## src/rtl/mrw_pkg.sv

```systemverilog
`timescale 1ns/1ps
package mrw_pkg;
    localparam int NUM_REGIONS = 9;

    typedef enum logic [3:0] {
        RG_BOOT  = 4'd0,
        RG_XWRAM = 4'd1,
        RG_IWRAM = 4'd2,
        RG_IO    = 4'd3,
        RG_PAL   = 4'd4,
        RG_VRAM  = 4'd5,
        RG_OAM   = 4'd6,
        RG_CART  = 4'd7,
        RG_SAVE  = 4'd8,
        RG_NONE  = 4'd15
    } region_e;

    localparam logic [1:0] SZ_BYTE = 2'd0;
    localparam logic [1:0] SZ_HALF = 2'd1;
    localparam logic [1:0] SZ_WORD = 2'd2;
    localparam logic [1:0] SZ_RSV  = 2'd3;
endpackage

```

## src/rtl/region_decode.sv

```systemverilog
`timescale 1ns/1ps
module region_decode
    import mrw_pkg::*;
#(
    parameter int ADDR_W = 32
) (
    input  logic [ADDR_W-1:0] addr,
    output region_e           region
);
    logic        top_zero;
    logic [3:0]  page;
    logic [23:0] offs;

    always_comb begin
        top_zero = (addr[ADDR_W-1:28] == '0);
        page     = addr[27:24];
        offs     = addr[23:0];
        region   = RG_NONE;
        if (top_zero) begin
            unique case (page)
                4'h0: if (offs < 24'h00_4000) region = RG_BOOT;
                4'h2: if (offs < 24'h04_0000) region = RG_XWRAM;
                4'h3: if (offs < 24'h00_8000) region = RG_IWRAM;
                4'h4: if (offs < 24'h00_0400) region = RG_IO;
                4'h5: if (offs < 24'h00_0400) region = RG_PAL;
                4'h6: if (offs < 24'h01_8000) region = RG_VRAM;
                4'h7: if (offs < 24'h00_0400) region = RG_OAM;
                4'h8, 4'h9, 4'hA, 4'hB, 4'hC, 4'hD: region = RG_CART;
                4'hE: if (offs < 24'h01_0000) region = RG_SAVE;
                default: region = RG_NONE;
            endcase
        end
    end
endmodule

```

## src/rtl/access_cost.sv

```systemverilog
`timescale 1ns/1ps
module access_cost
    import mrw_pkg::*;
#(
    parameter int CNT_W     = 4,
    parameter int XW_NARROW = 3,
    parameter int XW_WIDE   = 6,
    parameter int VID_WIDE  = 2,
    parameter int CART_NARR = 5,
    parameter int CART_WIDE = 8,
    parameter int SAVE_COST = 5
) (
    input  region_e          region,
    input  logic [1:0]       size,
    input  logic             write,
    input  logic             vid_busy,
    output logic             legal,
    output logic             split,
    output logic [CNT_W-1:0] last,
    output logic [CNT_W-1:0] half
);
    logic             word;
    logic             vid_region;
    logic [CNT_W-1:0] base;

    always_comb begin
        word       = (size == SZ_WORD);
        vid_region = 1'b0;
        legal      = 1'b1;
        split      = 1'b0;
        base       = CNT_W'(1);
        half       = CNT_W'(1);
        unique case (region)
            RG_BOOT:           legal = !write;
            RG_IWRAM, RG_IO:   legal = 1'b1;
            RG_OAM: begin
                legal      = !(write && size == SZ_BYTE);
                vid_region = 1'b1;
            end
            RG_XWRAM: begin
                base  = word ? CNT_W'(XW_WIDE) : CNT_W'(XW_NARROW);
                half  = CNT_W'(XW_NARROW);
                split = word;
            end
            RG_PAL, RG_VRAM: begin
                legal      = !(write && size == SZ_BYTE);
                vid_region = 1'b1;
                base       = word ? CNT_W'(VID_WIDE) : CNT_W'(1);
                half       = CNT_W'(1);
                split      = word;
            end
            RG_CART: begin
                legal = !write;
                base  = word ? CNT_W'(CART_WIDE) : CNT_W'(CART_NARR);
                half  = CNT_W'(CART_NARR);
                split = word;
            end
            RG_SAVE: begin
                legal = (size == SZ_BYTE);
                base  = CNT_W'(SAVE_COST);
            end
            default: legal = 1'b0;
        endcase
        if (size == SZ_RSV) legal = 1'b0;
        if (!legal) begin
            base  = CNT_W'(1);
            split = 1'b0;
        end else if (vid_region && vid_busy) begin
            base = base + CNT_W'(1);
        end
        last = base - CNT_W'(1);
    end
endmodule

```

## src/rtl/mem_region_wait.sv

```systemverilog
`timescale 1ns/1ps
module mem_region_wait
    import mrw_pkg::*;
#(
    parameter int ADDR_W = 32,
    parameter int CNT_W  = 4
) (
    input  logic                   clk,
    input  logic                   rst_n,
    input  logic                   req_valid,
    input  logic [ADDR_W-1:0]      req_addr,
    input  logic [1:0]             req_size,
    input  logic                   req_write,
    input  logic                   req_seq,
    input  logic                   vid_busy,
    output logic [NUM_REGIONS-1:0] region_sel,
    output logic                   strobe,
    output logic [ADDR_W-1:0]      strobe_addr,
    output logic                   rdy,
    output logic                   err
);
    localparam logic [ADDR_W-1:0] HALF_STEP = ADDR_W'(2);

    typedef struct packed {
        logic                   active;
        logic                   err;
        logic [NUM_REGIONS-1:0] sel;
        logic [CNT_W-1:0]       cnt;
        logic [CNT_W-1:0]       last;
        logic [CNT_W-1:0]       half;
        logic                   split;
        logic [ADDR_W-1:0]      addr;
    } state_t;

    state_t           st_d, st_q;
    region_e          dec_region;
    logic             c_legal, c_split;
    logic [CNT_W-1:0] c_last, c_half;
    logic             accept;
    logic             seq_unused;

    assign seq_unused = req_seq;

    region_decode #(.ADDR_W(ADDR_W)) u_decode (
        .addr   (req_addr),
        .region (dec_region)
    );

    access_cost #(.CNT_W(CNT_W)) u_cost (
        .region   (dec_region),
        .size     (req_size),
        .write    (req_write),
        .vid_busy (vid_busy),
        .legal    (c_legal),
        .split    (c_split),
        .last     (c_last),
        .half     (c_half)
    );

    always_comb begin
        rdy         = st_q.active && (st_q.cnt == st_q.last);
        err         = st_q.active && st_q.err;
        region_sel  = st_q.active ? st_q.sel : '0;
        strobe      = st_q.active && !st_q.err &&
                      ((st_q.cnt == '0) || (st_q.split && st_q.cnt == st_q.half));
        strobe_addr = (st_q.cnt == '0) ? st_q.addr : st_q.addr + HALF_STEP;
        accept      = req_valid && (!st_q.active || rdy);

        st_d = st_q;
        if (accept) begin
            st_d.active = 1'b1;
            st_d.err    = !c_legal;
            st_d.sel    = c_legal ? (NUM_REGIONS'(1) << dec_region) : '0;
            st_d.cnt    = '0;
            st_d.last   = c_last;
            st_d.half   = c_half;
            st_d.split  = c_split;
            st_d.addr   = req_addr;
        end else if (rdy) begin
            st_d.active = 1'b0;
        end else if (st_q.active) begin
            st_d.cnt = st_q.cnt + CNT_W'(1);
        end
    end

    always_ff @(posedge clk) begin
        if (!rst_n) st_q <= '0;
        else        st_q <= st_d;
    end

    // at most one region selected, and selection held until the final cycle
    a_r1_sel_onehot: assert property (@(posedge clk) disable iff (!rst_n)
        $onehot0(region_sel));
    a_r1_sel_held: assert property (@(posedge clk) disable iff (!rst_n)
        (|region_sel && !rdy) |=> $stable(region_sel));
    // an error completes at once with nothing selected or strobed
    a_r8_err_quiet: assert property (@(posedge clk) disable iff (!rst_n)
        err |-> (rdy && region_sel == '0 && !strobe));
    // strobes only belong to a selected region
    a_r9_strobe_sel: assert property (@(posedge clk) disable iff (!rst_n)
        strobe |-> (|region_sel));
    // ready is a single pulse unless a new request is chained
    a_r10_ready_pulse: assert property (@(posedge clk) disable iff (!rst_n)
        (rdy && !req_valid) |=> !rdy);
    // a running access keeps its address while not finishing
    a_r10_no_midaccept: assert property (@(posedge clk) disable iff (!rst_n)
        (st_q.active && !rdy) |=> $stable(st_q.addr));
endmodule

```

## config.mk

```make
export PLATFORM = sky130hd
export DESIGN_NAME = mem_region_wait
export DESIGN_NICKNAME = d
export VERILOG_FILES = /design/src/rtl/mrw_pkg.sv /design/src/rtl/region_decode.sv /design/src/rtl/access_cost.sv /design/src/rtl/mem_region_wait.sv
export SDC_FILE = /design/constraint.sdc
export NUM_CORES = 1
export LEC_CHECK = 0
export ABC_CLOCK_PERIOD_IN_PS = 3500
export BUFFER_PORTS_ARGS = -buffer_cell sky130_fd_sc_hd__clkbuf_2
export CORE_UTILIZATION = 54
export DETAILED_ROUTE_END_ITERATION = 10
export PLACE_DENSITY = 0.85
export SLEW_MARGIN = 40
export SYNTH_ARGS = -nofsm -noshare
export SYNTH_HDL_FRONTEND = slang
export SYNTH_SLANG_ARGS = --single-unit
```

## constraint.sdc

```tcl
create_clock -name clk -period 3.5 [get_ports clk]
set_input_delay 0 -clock clk [delete_from_list [all_inputs] [get_ports clk]]
set_output_delay 0 -clock clk [all_outputs]
set_load 0.05 [all_outputs]
```

==> metrics <==
port bufs 82; Yosys warning count 0; Reg with most FFs st_q; Max clock buf depth 2; number of flip-flops in the largest register 55; multi-input gate area in the final layout 0.00234 mm²; die area 0.00690 mm²; number of iterations in the first detailed-routing pass 5; clock root cell clkbuf_8; most frequent cell after synthesis nand2_1; CTS clk-pin slew, worst paths 90 ps; crit path kind in2reg; Setup crit start kind input port; post-synth top area share 31.0%; first-pass GRT wire length 15100 µm; final slew viol count 0; synth unique cells 57; DP Wirelength 6450 µm; Worst Path Buf+Inv 3; vias 3666; Initial Utilization 55.9%; total negative setup slack 0 ps; grt total ovfl 0; Pleak 0.00182 µW; Detailed Route Iter0 Violations 164; CP peak stage delay 600 ps; total of max-cap violations 0; DRC Markers 0; clk sink count 55; number of global-route vias before repair 3341; CP max-delay cell or4_4; RSZ-0062 raised after global routing false; ant diodes 0; CP delay by family, top compound AO/OA/AOI/OAI gates; CP max FO 4; synthesized area per cell 7.68 µm²; CTS tree built; fmax 300 MHz; Worst Tran Pin Value 649 ps; io pins 84; Clock Latency Late Sink 310 ps; HP Class in2reg; post-synthesis register bit count 55; synth cell count leaders nand2_1 (100), dfxtp_1 (55), a21boi_0 (35); std cell rows 29; fin crit period 3330 ps; Slew Limit Headroom 56.2%; Seq/Total Area, Yosys 31.0%; FF+latch area 0.00110 mm²; post-synthesis cell type with the largest combined area dfxtp_1; Main synth FF type dfxtp_1; largest net degree at the start of global routing 57; VDD IR max 0.226 mV; Worst Skew 3.61 ps; top flop regs st_q (55); total wire length 9020 µm; die height 83.1 µm; async set or reset register ratio after synthesis 0%; total power 1420 µW; H-tree Lvls 2; initial antenna violation count 0; Period Utilization, post-route 95.2%; post-synth design cell area 0.00355 mm²; Vias/cell 5.73; fillcell total 486; core area 0.00635 mm²; Mapped Cells 462; final hold violations 0; endpoint kind of the worst setup timing path flip-flop; Post-synth EDFFs 0; Core Util, Final 69.8%; Nets 607; Post CTS Setup Buffer Count 0; Pwr per Cell Area 321 mW/mm²; total CTS buffers 5; WL per Instance 14.1 µm; crit path DAT 3570 ps; total track usage 26.2%; fraction of layout cells with a size suffix above 1 22.0%; largest cells by area after synthesis dfxtp_1 (31%), nand2_1 (11%), a21boi_0 (7.4%); antenna viol nets, final 0; Die Wd 83.1 µm; outcome completed; area growth from synthesis to layout 24.9%; Syn Nets 507; Required @ worst endpoint 3740 ps; Final GP Congestion 0.951; CP Cell Sequence dlygate4sd3_1 > clkbuf_2 > or4_4 > nor4_4 > o221ai_2 > a2111oi_4 > o211ai_2 > a221oi_4 > o21ai_2 > inv_1 > ha_1 > nand3_1 > a211o_1 > o211ai_1; # setup viols final 0
[layout make-up]
type,instances,share of cell area [%]
multi-input combinational,374,52.8
sequential,55,24.8
timing repair buffer,118,16.9
tap,77,2.17
clock buffer,6,1.86
clock inverter,2,0.791
inverter,8,0.678
[where the power goes]
| group | total [µW] | switching (µW) | internal, µW |
|---|---|---|---|
| sequential | 677 | 26.3 | 651 |
| combinational | 311 | 205 | 106 |
| clock | 433 | 201 | 232 |
| total | 1420 | 433 | 988 |
[placed cells by master (no fill, tap or decap), types with 6 or more instances in the layout]
cell type,instances
and2_1,15
dfxtp_1,55
o21ai_0,7
clkbuf_2,81
a21boi_0,35
a21oi_1,11
buf_4,10
nor2_1,26
xnor2_1,30
nand4_1,10
nand3_1,28
nand2_1,100
dlygate4sd3_1,26
nand2b_1,6
inv_1,8
clkbuf_8,6
xor2_1,10
nor3_1,6
and3_1,12
[per-stage QoR]
stage | setup WS [ps] | hold WS (ps) | instances | instance area, µm²
6_report | 170 | 17.0 | 640 | 4430
5_1_grt | 24.1 | 33.1 | 640 | 4430
4_1_cts | 106 | 5.49 | 640 | 4410
3_5_place_dp | 245 | 243 | 606 | 4030
3_3_place_gp | 417 | 239 | 606 | 4030
2_1_floorplan | 695 | 124 | 462 | 3550
[worst reg2reg max path: stages (launching register included)]
cell and delay [ps]:
dfxtp_1 490, xnor2_1 160, nand4_1 160, nand2_1 120, and2_1 500, buf_4 330
nand3_1 110, a211o_1 250, o211ai_1 80
[worst paths after layout]
| path | cells after the start | endpoint | slack [ps] | startpoint |
|---|---|---|---|---|
| hold / removal | 3 | st_q[17]$_SDFFE_PN0P_ | 20 | req_addr[17] |
| hold reg to reg | 2 | st_q[52]$_SDFFE_PN0P_ | 470 | st_q[52]$_SDFFE_PN0P_ |
| setup reg to reg | 8 | st_q[39]$_SDFFE_PN0P_ | 1240 | st_q[41]$_SDFFE_PP0P_ |
| setup / recovery | 14 | st_q[39]$_SDFFE_PN0P_ | 170 | req_addr[18] |
[repair_timing]
item                                   CTS  global route
hold buffers                            26             0
setup endpoints to repair                0             2
endpoints found under the hold margin   26             0
resized for setup                        0             6
[routing by layer]
metal  vias up  track usage, %  wire length (µm)  share of wire, %
li1       1808               -                 -                 -
met5         -               0                 0                 0
met3        11            3.38               409               4.5
met4         0            7.68               122               1.4
met1      1739            33.3              3930                44
met2       108            46.3              4560                51
[kinds of logic after synthesis]
kind of cell             count (synthesis)  synth area share, %
AO/OA/AOI/OAI                           95                 20.8
XOR/XNOR                                40                 9.87
AND/OR/NAND/NOR                        233                 32.5
buffers and inverters                   33                 3.67
adder cells (fa/ha/maj)                  5                 1.76
flip-flops                              55                 31.0
multiplexers                             1                0.317
Note: power is estimated with default switching activity, not from simulation.
